File: src/rtl/irq_status_mask_pkg.sv
package irq_status_mask_pkg;

  typedef struct packed {
    logic wrStatus;
    logic wrSet;
    logic wrMask;
    logic rdStatus;
    logic rdMask;
    logic rdZero;
  } regStrb_t;

  localparam int BIT_ENC_CAP_START = 31;
  localparam int BIT_ENC_STREAM_END = 30;
  localparam int BIT_ENC_VBI = 29;
  localparam int BIT_ENC_DMA_DONE = 27;
  localparam int BIT_DEC_DATA_REQ = 22;
  localparam int BIT_DEC_DMA_DONE = 20;
  localparam int BIT_DMA_LIST_FAULT = 18;

endpackage

File: src/rtl/irq_status_mask_ctrl.sv
module irq_status_mask_ctrl
  import irq_status_mask_pkg::*;
#(
  parameter int ADDR_W = 12,
  parameter logic [ADDR_W-1:0] OFF_STATUS = 'h40,
  parameter logic [ADDR_W-1:0] OFF_SET = 'h44,
  parameter logic [ADDR_W-1:0] OFF_MASK = 'h48
) (
  input  logic              clk,
  input  logic              rstN,
  input  logic              busWrEn,
  input  logic              busRdEn,
  input  logic [ADDR_W-1:0] busAddr,
  output regStrb_t          strb
);

  logic hitStatus;
  logic hitSet;
  logic hitMask;

  always_comb begin
    hitStatus = (busAddr == OFF_STATUS);
    hitSet    = (busAddr == OFF_SET);
    hitMask   = (busAddr == OFF_MASK);
  end

  always_comb begin
    strb          = '0;
    strb.wrStatus = busWrEn & hitStatus;
    strb.wrSet    = busWrEn & hitSet;
    strb.wrMask   = busWrEn & hitMask;
    strb.rdStatus = busRdEn & hitStatus;
    strb.rdMask   = busRdEn & hitMask;
    strb.rdZero   = busRdEn & ~hitStatus & ~hitMask;
  end


  wr_onehot_chk: assert property (@(posedge clk) disable iff (!rstN)
    $onehot0({strb.wrStatus, strb.wrSet, strb.wrMask}));


  rd_onehot_chk: assert property (@(posedge clk) disable iff (!rstN)
    busRdEn |-> $onehot({strb.rdStatus, strb.rdMask, strb.rdZero}));

endmodule

File: src/rtl/irq_status_mask_bit.sv
module irq_status_mask_bit (
  input  logic clk,
  input  logic rstN,
  input  logic evt,
  input  logic setHit,
  input  logic clrHit,
  output logic q
);

  always_ff @(posedge clk or negedge rstN) begin
    if (!rstN) begin
      q <= 1'b0;
    end else if (evt || setHit) begin
      q <= 1'b1;
    end else if (clrHit) begin
      q <= 1'b0;
    end
  end

endmodule

File: src/rtl/irq_status_mask_regs.sv
module irq_status_mask_regs
  import irq_status_mask_pkg::*;
#(
  parameter int SRC_W = 32
) (
  input  logic             clk,
  input  logic             rstN,
  input  regStrb_t         strb,
  input  logic [SRC_W-1:0] evtIn,
  input  logic [SRC_W-1:0] wrData,
  output logic [SRC_W-1:0] rdData,
  output logic             irqReq
);

  logic [SRC_W-1:0] statusQ;
  logic [SRC_W-1:0] maskQ;
  logic [SRC_W-1:0] setVec;
  logic [SRC_W-1:0] clrVec;
  logic [SRC_W-1:0] rdNext;

  always_comb begin
    setVec = strb.wrSet ? wrData : '0;
    clrVec = strb.wrStatus ? wrData : '0;
  end

  for (genvar k = 0; k < SRC_W; k++) begin : g_stat
    irq_status_mask_bit u_bit (
      .clk   (clk),
      .rstN  (rstN),
      .evt   (evtIn[k]),
      .setHit(setVec[k]),
      .clrHit(clrVec[k]),
      .q     (statusQ[k])
    );
  end

  always_ff @(posedge clk or negedge rstN) begin
    if (!rstN) begin
      maskQ <= '1;
    end else if (strb.wrMask) begin
      maskQ <= wrData;
    end
  end

  always_ff @(posedge clk or negedge rstN) begin
    if (!rstN) begin
      irqReq <= 1'b0;
    end else begin
      irqReq <= |(statusQ & ~maskQ);
    end
  end

  always_comb begin
    rdNext = '0;
    if (strb.rdStatus) rdNext = statusQ;
    else if (strb.rdMask) rdNext = maskQ;
  end

  always_ff @(posedge clk or negedge rstN) begin
    if (!rstN) begin
      rdData <= '0;
    end else begin
      rdData <= rdNext;
    end
  end


  evt_latch_chk: assert property (@(posedge clk) disable iff (!rstN)
    (evtIn != '0) |=> ((statusQ & $past(evtIn)) == $past(evtIn)));


  set_inject_chk: assert property (@(posedge clk) disable iff (!rstN)
    strb.wrSet |=> ((statusQ & $past(wrData)) == $past(wrData)));


  w1c_clear_chk: assert property (@(posedge clk) disable iff (!rstN)
    strb.wrStatus |=> ((statusQ & $past(wrData & ~evtIn)) == '0));


  sticky_hold_chk: assert property (@(posedge clk) disable iff (!rstN)
    !strb.wrStatus |=> ((statusQ & $past(statusQ)) == $past(statusQ)));


  mask_load_chk: assert property (@(posedge clk) disable iff (!rstN)
    strb.wrMask |=> (maskQ == $past(wrData)));


  irq_quiet_chk: assert property (@(posedge clk) disable iff (!rstN)
    ((statusQ & ~maskQ) == '0) |=> !irqReq);

endmodule

File: src/rtl/irq_status_mask.sv
module irq_status_mask
  import irq_status_mask_pkg::*;
#(
  parameter int SRC_W = 32,
  parameter int ADDR_W = 12
) (
  input  logic              clk,
  input  logic              rstN,
  input  logic [SRC_W-1:0]  evtIn,
  input  logic              busWrEn,
  input  logic              busRdEn,
  input  logic [ADDR_W-1:0] busAddr,
  input  logic [SRC_W-1:0]  busWrData,
  output logic [SRC_W-1:0]  busRdData,
  output logic              irqReq
);

  regStrb_t strb;

  irq_status_mask_ctrl #(
    .ADDR_W(ADDR_W)
  ) u_ctrl (
    .clk    (clk),
    .rstN   (rstN),
    .busWrEn(busWrEn),
    .busRdEn(busRdEn),
    .busAddr(busAddr),
    .strb   (strb)
  );

  irq_status_mask_regs #(
    .SRC_W(SRC_W)
  ) u_regs (
    .clk   (clk),
    .rstN  (rstN),
    .strb  (strb),
    .evtIn (evtIn),
    .wrData(busWrData),
    .rdData(busRdData),
    .irqReq(irqReq)
  );


  rst_quiet_chk: assert property (@(posedge clk) disable iff (!rstN)
    $rose(rstN) |-> (!irqReq && busRdData == '0));

endmodule

File: config.mk
export PLATFORM = sky130hd
export DESIGN_NAME = irq_status_mask
export DESIGN_NICKNAME = d
export VERILOG_FILES = /design/src/rtl/irq_status_mask_pkg.sv /design/src/rtl/irq_status_mask_ctrl.sv /design/src/rtl/irq_status_mask_bit.sv /design/src/rtl/irq_status_mask_regs.sv /design/src/rtl/irq_status_mask.sv
export SDC_FILE = /design/constraint.sdc
export NUM_CORES = 1
export LEC_CHECK = 0
export BUFFER_PORTS_ARGS = -buffer_cell sky130_fd_sc_hd__clkbuf_2
export CAP_MARGIN = 25
export CELL_PAD_IN_SITES_DETAIL_PLACEMENT = 1
export CELL_PAD_IN_SITES_GLOBAL_PLACEMENT = 1
export CORE_MARGIN = 1
export CORE_UTILIZATION = 38
export CTS_CLUSTER_SIZE = 20
export DETAILED_ROUTE_END_ITERATION = 7
export PLACE_DENSITY_LB_ADDON = 0.1
export SLEW_MARGIN = 20
export SYNTH_ARGS = -nofsm -noshare
export SYNTH_HDL_FRONTEND = slang
export SYNTH_SLANG_ARGS = --single-unit
File: constraint.sdc
create_clock -name clk -period 1.12 [get_ports clk]
set_input_delay 0.056 -clock clk [delete_from_list [all_inputs] [get_ports clk]]
set_output_delay 0.056 -clock clk [all_outputs]
set_load 0.05 [all_outputs]
# Word level (Yosys, flattened, before mapping)
# Index checks and enable logic that the tools add are counted.
# totals
register_bits,97
in_bits,80
output_inout_bits,33
wordCells,178
# op_classes
n_eq_ne,3
muxes,68
bitwise_logic,7
n_reduce_logical,65
# ops
operator,n
$mux W32,4
$mux W1,64
$reduce_bool A2 Y1,32
$eq A12 B7 Y1 const B,3
$and A32 B32 Y32,1
$logic_or A1 B1 Y1,32
$not A32 Y32,1
$reduce_or A32 Y1,1
$and A1 B1 Y1,5

# Logic depth before layout (Yosys ltp)
# Gate-level depths: netlist of the first run.
# depth
word_depth,5
ltp_mapped,7
mapped_depth_nobuf,4

# By module
# From an unflattened synthesis of the first run, not the netlist that was laid out.
# hier_totals
cells_unflattened,411
hier_area_um2,4551.9
# by_module_without_submodules
mod,instances,cells_per_inst,area_per_inst_um2,seq_area_each_um2
irq_status_mask_regs,1,266,3243.1,1666.6
irq_status_mask_bit,32,4,37.5,25.0
irq_status_mask_ctrl,1,17,107.6,0.0

# Least setup slack after synthesis of the first run
# OpenSTA, ideal clock, no wires.
# synth_path
kind,input to register
from,in busAddr[11]
to,reg u_regs.maskQ[10]
setup_ns,0.082
arrival_ns,1.631
t_required_ns,1.038
setup_slack_ns,-0.593
cell_stages,5
n_path_buf,2
cell_sequence,or4_4 or4_4 buf_6 buf_12 mux2_4
# synth_via
elab_chain_len,2
# synth_lines
item,line_no,text
"start, declared",irq_status_mask.sv:12,"input logic [ADDR_W-1:0] busAddr,"
$eq A12 B7 Y1,irq_status_mask_ctrl.sv:24,hitMask = (busAddr == OFF_MASK);
$and A1 B1 Y1,irq_status_mask_ctrl.sv:31,strb.wrMask = busWrEn & hitMask;
"end signal, assigned",irq_status_mask_regs.sv:41,maskQ <= wrData;
"end, declared",irq_status_mask_regs.sv:16,logic [SRC_W-1:0] maskQ;
# Every way passes these cells.
# A chain may end at the register's enable or synchronous reset.

# Worst setup path in the final report of the first run
# layout_path
from,in busAddr[11]
to,reg u_regs.maskQ[15]
# Same word-level chain as after synthesis.

==> results of run 1 <==
timing repair:
item	in CTS	in global routing
gates cloned	5	6
resized for setup	40	86
setup endpoints to repair	97	97
hold buffers	60	0
pin swaps	20	52
hold endpoints to repair	155	0
buffers inserted	4	10
where the power goes:
part | internal [W] | leakage [nW] | total (W) | switching [W]
clock | 0.00186 | 0.143 | 0.00325 | 0.00138
sequential | 0.00352 | 1.07 | 0.00352 | 0.00000401
combinational | 0.000362 | 2.36 | 0.000729 | 0.000367
total | 0.00574 | 3.57 | 0.00749 | 0.00176
cell type report:
cell class / instances / area (µm²)
clock buffer: 14 / 264.0
tap: 140 / 175.2
inverter: 32 / 120.1
sequential: 97 / 2467
timing repair buffer: 257 / 2148
clock inverter: 2 / 37.54
fill: 1122 / 3707
multi-input combinational: 193 / 2063
metrics by stage:
stage | hold WS [ns] | TNS, ns
after detailed placement | 0.06562 | -68.86
after global routing | 0.01045 | -27.03
after floorplan | -0.2396 | -29.32
final | 0.003788 | -25.47
after global placement | 0.06415 | -66.68
after CTS | 0.005406 | -25.76
kinds of logic (layout without fill, tap and decap cells):
group / Yosys count / after routing / synth area share, %
buf+inv: 54 / 305 / 6.064
compound gates: 48 / 48 / 9.703
mux: 64 / 64 / 18.31
flops: 97 / 97 / 56.94
simple gates: 81 / 81 / 8.981
path summary, 6_finish.rpt:
kind / from / end / slack (ns) / cells past startpoint
setup / recovery: busAddr[11] / u_regs.maskQ[15] / -0.41 / 5
hold / removal: busWrData[13] / u_regs.maskQ[13] / 0.004 / 2
setup reg to reg: u_regs.maskQ[25] / u_regs.irqReq / -0.27 / 4
hold reg to reg: u_regs.g_stat[29].u_bit.q / u_regs.g_stat[29].u_bit.q / 0.55 / 1
max in group asynchronous: rstN / u_regs.maskQ[24] / 0.55 / 3
min in group asynchronous: rstN / u_regs.g_stat[19].u_bit.q / 0.24 / 3
flip-flops by register name, indices dropped and copies added, names as in the netlist:
signal                 count
u_regs.rdData             32
u_regs.irqReq              1
u_regs.g_stat.u_bit.q     32
u_regs.maskQ              32
synth_stat cells, types with 2 or more instances:
cell type	instances	area share, %
mux2_2	2	0.52
a221o_1	32	7.4
dfstp_2	32	19
o22ai_1	16	2.3
dfrtp_1	65	38
nor2_1	33	2.9
mux2i_1	32	7.4
or4_4	2	0.52
nor4_1	5	0.72
nand3_1	32	3.7
mux2_4	30	10
inv_1	32	2.8
buf_12	3	1.4
nand2_1	4	0.35
clkbuf_1	17	1.5
routing by layer:
metal | GRT usage, % | wire length [µm] | vias up
li1 | - | - | 1739
met5 | 0 | 0 | -
met3 | 2.929 | 700 | 31
met4 | 9.459 | 447 | 0
met2 | 45.57 | 8556 | 139
met1 | 32.34 | 6690 | 1957
==> tab_implementation.tex, run 1 <==
\begin{tabular}{lr}
\hline
Metric & Value \\
\hline
\multicolumn{2}{l}{\textbf{CTS}} \\
\quad Clock-pin slew reported for the worst setup and hold paths after clock tree synthesis & 0.07 ns \\
\quad Max clock buf depth & 2 \\
\quad H-tree levels & 3 \\
\quad Total clock buffers created by CTS & 9 \\
\quad Root cell of the clock tree & clkbuf\_16 \\
\quad CTS tree & done \\
\quad Skew-Pair Late Insertion Delay & 0.35 ns \\
\quad Sinks on the clock net & 97 \\
\multicolumn{2}{l}{\textbf{Worst setup path}} \\
\quad Largest stage delay on the critical path & 0.58 ns \\
\quad Setup crit start kind & input pin \\
\quad Crit path kind & in -> reg \\
\quad Worst path cell trace & buf\_6, or4\_4, or4\_4, buf\_12, mux2\_4 \\
\quad Most prevalent standard cell on the critical path & or4\_4 \\
\quad Slowest cell on crit path & or4\_4 \\
\quad Crit path required time & 1.39 ns \\
\quad Arrival @ worst endpoint & 1.81 ns \\
\quad Max FO, Critical Path & 14 \\
\quad Bufs and invs on worst path & 2 \\
\quad Type of destination of the critical path & flop \\
\quad Crit-path leading delay family & simple AND/OR/NAND/NOR gates \\
\multicolumn{2}{l}{\textbf{Pwr}} \\
\quad PwrDens & 1030 mW/mm² \\
\quad P\_leak & 3.570 nW \\
\quad Largest voltage drop on the vdd net & 0.0006414 V \\
\quad Overall power of the completed layout & 0.007495 W \\
\multicolumn{2}{l}{\textbf{Die}} \\
\quad Std-Cell Core Area & 0.01098 mm² \\
\quad Area of the die & 0.01183 mm² \\
\quad DIE HEIGHT & 108.8 µm \\
\quad I/O pin total & 113 \\
\quad Site row count & 38 \\
\quad Horizontal die dimension & 108.8 µm \\
\quad Starting density of the core & 39.45\% \\
\multicolumn{2}{l}{\textbf{Logic synthesis}} \\
\quad Post-Synthesis Cell Area & 0.004333 mm² \\
\quad Number of enable flip-flop cells after synthesis & 0 \\
\quad Yosys warning count & 0 \\
\quad Number of library cell types mapped by synthesis & 22 \\
\quad Async S/R FF share, synth & 100.0\% \\
\quad Most used flip-flop cell after synthesis & dfrtp\_1 \\
\quad Synth Net Count & 424 \\
\quad Sequential share of the synthesized area & 56.94\% \\
\quad Synthesis-stage register bit count & 97 \\
\quad Instance count of the mapped netlist & 344 \\
\quad Mean instance size in the synthesized netlist & 12.60 µm² \\
\multicolumn{2}{l}{\textbf{Placement}} \\
\quad Port bufs & 112 \\
\quad Cell count after placement & 640 \\
\quad Post-placement worst setup slack & -0.7777 ns \\
\quad Cell Area, Placed & 0.005524 mm² \\
\quad RD Place Congestion & 0.7332 \\
\quad Total half-perimeter wirelength after legalization and detailed placement & 8582 µm \\
\multicolumn{2}{l}{\textbf{Global route}} \\
\quad Grt total ovfl & 0 \\
\quad GRT Util Overall & 25.78\% \\
\quad Number of global-route vias before repair & 4082 \\
\quad Pin count of the biggest net entering global routing & 54 \\
\quad Global-route wire length before repair & 22060 µm \\
\quad Initial antenna violation count & 0 \\
\multicolumn{2}{l}{\textbf{Timing}} \\
\quad Max Transition Viols Final & 0 \\
\quad Final count of negative-setup-slack endpoints & 97 \\
\quad Maximum clock frequency & 652.4 MHz \\
\quad Final worst-path cycle share & 136.9\% \\
\quad Time the worst path needs with I/O delays and setup & 1.533 ns \\
\quad Number of hold violations in the final report & 0 \\
\quad Fin worst setup slack & -0.4129 ns \\
\quad Worst-case clock skew & 0.006675 ns \\
\quad Slew @ Worst Pin & 0.6322 ns \\
\quad Setup repair after global routing missed its margin & true \\
\quad Relative slew margins & 57.86\% \\
\multicolumn{2}{l}{\textbf{Cells and area}} \\
\quad Final design instance area without fill & 0.007276 mm² \\
\quad Final-stage net count & 670 \\
\quad Area added between synthesis and finish & 67.92\% \\
\quad Final core utilization & 66.25\% \\
\quad Count of antenna diodes in the layout & 0 \\
\quad Commonest cells after routing, fill and taps aside & clkbuf\_2, dfrtp\_1, dlygate4sd3\_1 \\
\quad Final instance count without filler cells & 735 \\
\quad Proportion of layout cells with a drive suffix above 1 & 56.47\% \\
\quad Leading cell type in the layout, fill and taps excluded & clkbuf\_2 \\
\multicolumn{2}{l}{\textbf{Route}} \\
\quad Violation count after the first detailed-routing iteration & 173 \\
\quad Routed length per instance & 22.30 µm \\
\quad Number of nets with antenna violations after detailed routing & 0 \\
\quad Number of vias after detailed routing & 3866 \\
\quad Via count normalized by instance count & 5.260 \\
\quad Routed wire length & 16390 µm \\
\quad DRT Pass-1 Iters & 4 \\
\quad Remaining routing DRC violations & 0 \\
\multicolumn{2}{l}{\textbf{Status}} \\
\quad Failing checks & negative setup slack \\
\quad Run status & finished, violations left \\
\multicolumn{2}{l}{\textbf{Job}} \\
\quad Max-cap violations & 0 \\
\multicolumn{2}{l}{\textbf{Min path}} \\
\quad Hold Path Class & in -> reg \\
\hline
\end{tabular}
(Power assumes the default switching activity.)
==> run 2, diff against run 1 <==
- CORE_UTILIZATION: 38 -> 37
- CTS_CLUSTER_SIZE: 20 -> default
- SYNTH_HIERARCHICAL: default -> 1
==> run 2 against run 1 <==
Effect of this change:
- the run still ends with negative setup slack left
- critical path type unchanged
- die area is 7.5% higher
- wire length is 4.9% lower
- clock power shrank 4%
- sequential share of layout area shrank 1.0 points
- non-clock buffer count increased by 21
- synthesized cell count increased by 19%
- largest cell class unchanged
- sequential power about the same
- global-route usage is 0.14 points lower
- flip-flop and latch count stayed put
==> tab_implementation.tex, run 2 <==
\begin{tabular}{lr}
\hline
Metric & Value \\
\hline
\multicolumn{2}{l}{\textbf{CTS}} \\
\quad Clock-pin slew reported for the worst setup and hold paths after clock tree synthesis & 0.07 ns \\
\quad Skew-Pair Late Insertion Delay & 0.35 ns \\
\quad Root cell of the clock tree & clkbuf\_16 \\
\quad Total clock buffers created by CTS & 9 \\
\quad CTS tree & done \\
\quad Max clock buf depth & 2 \\
\quad Sinks on the clock net & 97 \\
\quad H-tree levels & 3 \\
\multicolumn{2}{l}{\textbf{Route}} \\
\quad Via count normalized by instance count & 4.847 \\
\quad Number of nets with antenna violations after detailed routing & 0 \\
\quad DRT Pass-1 Iters & 6 \\
\quad Violation count after the first detailed-routing iteration & 125 \\
\quad Number of vias after detailed routing & 4033 \\
\quad Remaining routing DRC violations & 0 \\
\quad Routed length per instance & 18.74 µm \\
\quad Routed wire length & 15590 µm \\
\multicolumn{2}{l}{\textbf{Timing}} \\
\quad Fin worst setup slack & -0.3914 ns \\
\quad Final count of negative-setup-slack endpoints & 97 \\
\quad Maximum clock frequency & 661.6 MHz \\
\quad Accumulated negative setup slack & -33.87 ns \\
\quad Relative slew margins & 75.69\% \\
\quad Max Transition Viols Final & 0 \\
\quad Final worst-path cycle share & 135.0\% \\
\quad Slew @ Worst Pin & 0.3613 ns \\
\quad Setup repair after global routing missed its margin & true \\
\quad Worst-case clock skew & 0.007989 ns \\
\quad Time the worst path needs with I/O delays and setup & 1.511 ns \\
\quad Number of hold violations in the final report & 0 \\
\multicolumn{2}{l}{\textbf{Pwr}} \\
\quad Largest voltage drop on the vdd net & 0.0007186 V \\
\quad PwrDens & 964.5 mW/mm² \\
\quad Proportion of power drawn by flip-flops and latches & 48.7\% \\
\quad Share of power burned in combinational logic & 8.2\% \\
\quad Clock network power share & 43.2\% \\
\quad Internal portion of total power & 0.005640 W \\
\quad P\_leak & 3.988 nW \\
\quad Sw frac & 22.04\% \\
\quad Overall power of the completed layout & 0.007235 W \\
\quad Switching Power & 0.001595 W \\
\multicolumn{2}{l}{\textbf{Global route}} \\
\quad Met3 global-route usage & 5.838\% \\
\quad Gr busiest metal & met2 \\
\quad Global-route wire length before repair & 24270 µm \\
\quad Grt total ovfl & 0 \\
\quad Initial antenna violation count & 0 \\
\quad GRT Util Overall & 25.63\% \\
\quad Pin count of the biggest net entering global routing & 31 \\
\quad GRT met1 Usage & 28.80\% \\
\quad Number of global-route vias before repair & 4680 \\
\quad Grt met2 use & 48.35\% \\
\multicolumn{2}{l}{\textbf{Placement}} \\
\quad Port bufs & 112 \\
\quad Total half-perimeter wirelength after legalization and detailed placement & 9244 µm \\
\quad Post-placement worst setup slack & -0.7612 ns \\
\quad RD Place Congestion & 0.7835 \\
\quad Cell Area, Placed & 0.005878 mm² \\
\multicolumn{2}{l}{\textbf{Logic synthesis}} \\
\quad Instance count of the mapped netlist & 410 \\
\quad Synth Net Count & 490 \\
\quad Yosys warning count & 6 \\
\quad Post-Synthesis Cell Area & 0.004543 mm² \\
\quad Mean instance size in the synthesized netlist & 11.08 µm² \\
\multicolumn{2}{l}{\textbf{Cells and area}} \\
\quad Final core utilization & 62.45\% \\
\quad Final-stage net count & 760 \\
\quad Count of antenna diodes in the layout & 0 \\
\quad Commonest cells after routing, fill and taps aside & clkbuf\_2, buf\_4, dlygate4sd3\_1, inv\_1, dfrtp\_1 \\
\quad Final design instance area without fill & 0.007501 mm² \\
\quad Proportion of layout cells with a drive suffix above 1 & 55.91\% \\
\quad Footprint of the flip-flops and latches & 0.002467 mm² \\
\quad Area added between synthesis and finish & 65.11\% \\
\quad Filler Cells Inserted & 1266 \\
\quad Multi-input logic area & 0.002001 mm² \\
\quad Biggest registers after layout & u\_regs/g\_stat.u\_bit/q (32), u\_regs/maskQ (32), u\_regs/rdData (32) \\
\quad Leading cell type in the layout, fill and taps excluded & clkbuf\_2 \\
\multicolumn{2}{l}{\textbf{Worst setup path}} \\
\quad Max FO, Critical Path & 19 \\
\quad Largest stage delay on the critical path & 0.54 ns \\
\quad Slowest cell on crit path & or4\_4 \\
\quad Arrival @ worst endpoint & 1.75 ns \\
\quad Type of destination of the critical path & flop \\
\quad Most prevalent standard cell on the critical path & buf\_6 \\
\quad Worst path cell trace & buf\_6, or4\_4, buf\_8, buf\_4, nor4\_4, buf\_6, nor2b\_4, buf\_12, a22o\_1 \\
\quad Setup crit start kind & input pin \\
\quad Crit path kind & in -> reg \\
\quad Crit path required time & 1.35 ns \\
\multicolumn{2}{l}{\textbf{Die}} \\
\quad DIE HEIGHT & 112.8 µm \\
\quad Area of the die & 0.01273 mm² \\
\quad Site row count & 40 \\
\quad Horizontal die dimension & 112.8 µm \\
\quad Starting density of the core & 37.82\% \\
\quad Std-Cell Core Area & 0.01201 mm² \\
\quad I/O pin total & 113 \\
\multicolumn{2}{l}{\textbf{Min path}} \\
\quad Hold Path Class & in -> async \\
\multicolumn{2}{l}{\textbf{Status}} \\
\quad Failing checks & negative setup slack \\
\quad Run status & finished, violations left \\
\multicolumn{2}{l}{\textbf{Job}} \\
\quad Max-cap violations & 0 \\
\hline
\end{tabular}
-- run 2: worst max-delay path: cells and delay by family --
kind	cells	cell delay [ns]
buffers and inverters	5	0.71
AOI/OAI and AO/OA	1	0.21
and+or+nand+nor	3	0.77
-- run 2: what timing repair did --
item / 4_1_cts / 5_1_grt
cloned: 8 / 3
resized for setup: 63 / 62
setup buffers: 13 / 2
hold endpoints to repair: 132 / 0
setup endpoints to repair: 97 / 97
pin swaps: 14 / 41
hold buffers: 65 / 0
-- run 2: area by class of cell --
class	count	share of cell area (%)
clock inverters	5	0.7339
well taps	147	2.452
repair buffers	278	30.76
inverters	65	3.253
clock buffers	11	3.236
flip-flops and latches	97	32.89
multi-input cells	229	26.67
-- run 2: power groups by stage --
stage	clock [W]	combinational, W	sequential (W)
after floorplan	0	0.0000560	0.00358
after global placement	0	0.000351	0.00358
after detailed placement	0	0.000365	0.00358
after CTS	0.00320	0.000558	0.00352
after global routing	0.00333	0.000641	0.00352
final	0.00312	0.000592	0.00352
-- run 2: per-stage QoR --
| stage | std cells | hold WS [ns] |
|---|---|---|
| floorplan | 410 | -0.2396 |
| global placement | 730 | -0.04533 |
| detailed placement | 730 | -0.04917 |
| CTS | 832 | 0.1300 |
| global route | 832 | 0.1515 |
| finish | 832 | 0.1289 |
-- run 2: path summary, 6_finish.rpt --
path	from	endpoint	slack (ns)	depth (start not counted)
max in group asynchronous	rstN	u_regs/maskQ[29]	0.42	3
min reg2reg	u_regs/g_stat[12].u_bit/q	u_regs/g_stat[12].u_bit/q	0.55	2
max	busAddr[9]	u_regs/rdData[31]	-0.39	9
max reg2reg	u_regs/maskQ[17]	u_regs/irqReq	-0.25	4
min	rstN	u_regs/g_stat[13].u_bit/q	0.13	2
min in group clk	busRdEn	u_regs/rdData[29]	0.22	6
-- run 2: routing by layer --
| layer | vias to the layer above | part of all wire [%] |
|---|---|---|
| met1 | 2009 | 40 |
| li1 | 1892 | - |
| met4 | 0 | 1.5 |
| met2 | 113 | 55 |
| met5 | - | 0 |
| met3 | 19 | 3.7 |
==> run 3, diff against run 2 <==
- MAX_ROUTING_LAYER: default -> met4
==> run 3 against run 2 <==
Effect of this change:
- the run still ends with negative setup slack left
- sequential power barely moved
- count of clock-buffer cells in the layout did not move
- total power barely moved
- hold slack improved by 0.0026 ns
- maximum frequency barely moved
- combinational power barely moved
- global-route usage rose by 0.80 points
- non-clock buffer count did not move
- core utilization did not move
- final cell count did not move
- critical path type unchanged
- critical endpoint is now u_regs/maskQ[17]
- largest cell class unchanged
- highest routed layer unchanged
==> tab_implementation.tex, run 3 (synthesis gave the netlist of run 2 again) <==
\begin{tabular}{lr}
\hline
Metric & Value \\
\hline
\multicolumn{2}{l}{\textbf{Timing}} \\
\quad Final count of negative-setup-slack endpoints & 97 \\
\quad Final worst-path cycle share & 135.0\% \\
\quad Setup repair after global routing missed its margin & true \\
\quad Time the worst path needs with I/O delays and setup & 1.512 ns \\
\quad Worst-case clock skew & 0.007879 ns \\
\quad Number of hold violations in the final report & 0 \\
\quad Accumulated negative setup slack & -33.82 ns \\
\quad Relative slew margins & 75.69\% \\
\quad Maximum clock frequency & 661.6 MHz \\
\quad Slew @ Worst Pin & 0.3614 ns \\
\quad Max Transition Viols Final & 0 \\
\quad Fin worst setup slack & -0.3916 ns \\
\multicolumn{2}{l}{\textbf{Global route}} \\
\quad Pin count of the biggest net entering global routing & 31 \\
\quad Initial antenna violation count & 0 \\
\quad Global-route wire length before repair & 24250 µm \\
\quad Grt total ovfl & 0 \\
\quad GRT Util Overall & 26.43\% \\
\quad Number of global-route vias before repair & 4683 \\
\multicolumn{2}{l}{\textbf{Worst setup path}} \\
\quad Destination of the worst register-to-register timing path & u\_regs/irqReq \\
\quad Worst path cell trace & buf\_6, or4\_4, buf\_8, nor4\_4, buf\_6, clkbuf\_16, mux2\_4 \\
\quad Type of destination of the critical path & flop \\
\quad Source of the worst register-to-register timing path & u\_regs/maskQ[17] \\
\quad Crit-path leading delay family & simple AND/OR/NAND/NOR gates \\
\quad Slowest cell on crit path & or4\_4 \\
\quad Setup slack of the most critical reg-to-reg path & -0.25 ns \\
\quad Most prevalent standard cell on the critical path & buf\_6 \\
\quad Logic depth of the worst path, buffers included & 7 \\
\quad Max FO, Critical Path & 6 \\
\quad Bufs and invs on worst path & 4 \\
\quad Arrival @ worst endpoint & 1.79 ns \\
\quad Setup crit start kind & input pin \\
\quad Largest stage delay on the critical path & 0.54 ns \\
\quad Worst r2r path cells & 4 \\
\quad Crit path kind & in -> reg \\
\quad Crit path required time & 1.39 ns \\
\multicolumn{2}{l}{\textbf{Cells and area}} \\
\quad Count of antenna diodes in the layout & 0 \\
\quad Commonest cells after routing, fill and taps aside & clkbuf\_2, buf\_4, dlygate4sd3\_1, inv\_1, dfrtp\_1 \\
\quad Biggest registers after layout & u\_regs/g\_stat.u\_bit/q (32), u\_regs/maskQ (32), u\_regs/rdData (32) \\
\quad Leading cell type in the layout, fill and taps excluded & clkbuf\_2 \\
\quad Final-stage net count & 760 \\
\quad Area added between synthesis and finish & 65.11\% \\
\quad Final instance count without filler cells & 832 \\
\quad Proportion of layout cells with a drive suffix above 1 & 55.91\% \\
\quad Filler Cells Inserted & 1269 \\
\multicolumn{2}{l}{\textbf{Die}} \\
\quad DIE HEIGHT & 112.8 µm \\
\quad Std-Cell Core Area & 0.01201 mm² \\
\quad Site row count & 40 \\
\quad I/O pin total & 113 \\
\quad Starting density of the core & 37.82\% \\
\quad Area of the die & 0.01273 mm² \\
\quad Horizontal die dimension & 112.8 µm \\
\multicolumn{2}{l}{\textbf{Pwr}} \\
\quad Internal portion of total power & 0.005640 W \\
\quad PwrDens & 964.2 mW/mm² \\
\quad Proportion of power drawn by flip-flops and latches & 48.7\% \\
\quad Switching Power & 0.001593 W \\
\quad Largest voltage drop on the vdd net & 0.0007206 V \\
\quad Share of power burned in combinational logic & 8.2\% \\
\quad P\_leak & 3.988 nW \\
\quad Sw frac & 22.02\% \\
\quad Clock network power share & 43.2\% \\
\multicolumn{2}{l}{\textbf{Status}} \\
\quad Failing checks & negative setup slack \\
\quad Run status & finished, violations left \\
\multicolumn{2}{l}{\textbf{Route}} \\
\quad Violation count after the first detailed-routing iteration & 126 \\
\quad Number of vias after detailed routing & 4023 \\
\quad Routed length per instance & 18.60 µm \\
\quad Number of nets with antenna violations after detailed routing & 0 \\
\quad Routed wire length & 15480 µm \\
\quad DRT Pass-1 Iters & 4 \\
\quad Remaining routing DRC violations & 0 \\
\quad Via count normalized by instance count & 4.835 \\
\multicolumn{2}{l}{\textbf{CTS}} \\
\quad H-tree levels & 3 \\
\quad Sinks on the clock net & 97 \\
\quad Root cell of the clock tree & clkbuf\_16 \\
\quad Clock-pin slew reported for the worst setup and hold paths after clock tree synthesis & 0.06 ns \\
\quad Total clock buffers created by CTS & 9 \\
\quad Max clock buf depth & 2 \\
\quad Skew-Pair Late Insertion Delay & 0.35 ns \\
\quad CTS tree & done \\
\multicolumn{2}{l}{\textbf{Job}} \\
\quad Max-cap violations & 0 \\
\multicolumn{2}{l}{\textbf{Placement}} \\
\quad Total half-perimeter wirelength after legalization and detailed placement & 9244 µm \\
\quad Cell count after placement & 730 \\
\quad Port bufs & 112 \\
\quad RD Place Congestion & 0.7944 \\
\multicolumn{2}{l}{\textbf{Min path}} \\
\quad Hold Path Class & in -> async \\
\hline
\end{tabular}
-- run 3: cell counts in the layout (fill, tap and decap cells not counted) --
Identical to the previous run, type by type.
-- run 3: power by group through the flow --
| stage | clock network, W | logic [W] | registers, W |
|---|---|---|---|
| 6_report | 0.00312 | 0.000590 | 0.00352 |
| 5_1_grt | 0.00333 | 0.000640 | 0.00352 |
| 4_1_cts | 0.00320 | 0.000558 | 0.00352 |
| 3_5_place_dp | 0 | 0.000365 | 0.00358 |
| 3_3_place_gp | 0 | 0.000351 | 0.00358 |
| 2_1_floorplan | 0 | 0.0000560 | 0.00358 |
-- run 3: worst max-delay path by stage --
stage | slack [ns] | start | endpoint
after floorplan | -0.52 | busAddr[5] | u_regs/maskQ[10]
after global routing | -0.42 | busAddr[9] | u_regs/maskQ[22]
after global placement | -0.70 | busAddr[9] | u_regs/maskQ[12]
after CTS | -0.39 | busAddr[9] | u_regs/maskQ[0]
after detailed placement | -0.76 | busAddr[9] | u_regs/maskQ[11]
final | -0.39 | busAddr[9] | u_regs/maskQ[17]
-- run 3: through the flow --
stage / hold slack [ns] / utilization [%] / cell area [µm²] / worst slack (ns) / total power [W]
after CTS: 0.1300 / 60.97 / 7323 / -0.3864 / 0.007277
after detailed placement: -0.04917 / 48.94 / 5878 / -0.7612 / 0.003947
after global placement: -0.04533 / 48.94 / 5878 / -0.7026 / 0.003933
final: 0.1315 / 62.45 / 7501 / -0.3916 / 0.007232
after floorplan: -0.2396 / - / 4597 / -0.5222 / 0.003639
after global routing: 0.1491 / 62.45 / 7501 / -0.4234 / 0.007491
-- run 3: repair_timing --
| item | CTS | global route |
|---|---|---|
| gates cloned | 8 | 3 |
| resized for setup | 63 | 62 |
| hold buffers | 65 | 0 |
| endpoints found under the setup margin | 97 | 97 |
| pin swaps | 14 | 41 |
| buffers inserted | 13 | 2 |
| endpoints found under the hold margin | 132 | 0 |
-- run 3: final cells by class --
class / count / area, µm² / share of cell area (%)
Sequential cell: 97 / 2467 / 32.89
Timing Repair Buffer: 278 / 2307 / 30.76
Multi-Input combinational cell: 229 / 2001 / 26.67
Inverter: 65 / 244.0 / 3.253
Clock buffer: 11 / 242.7 / 3.236
Tap cell: 147 / 183.9 / 2.452
Clock inverter: 5 / 55.05 / 0.7339
-- run 3: worst register-to-register path, cell delays in order, from the launching register on --
cell and delay, ns:
dfstp_2 0.55, o22ai_2 0.08, nor4_2 0.34, buf_4 0.16, nand4_1 0.09
-- run 3: layer usage --
metal	wire (µm)	track usage (%)	vias up
met5	0	-	-
met4	269	6.578	0
met3	639	6.320	21
met2	8545	48.40	101
met1	6023	28.70	2010
li1	-	-	1891
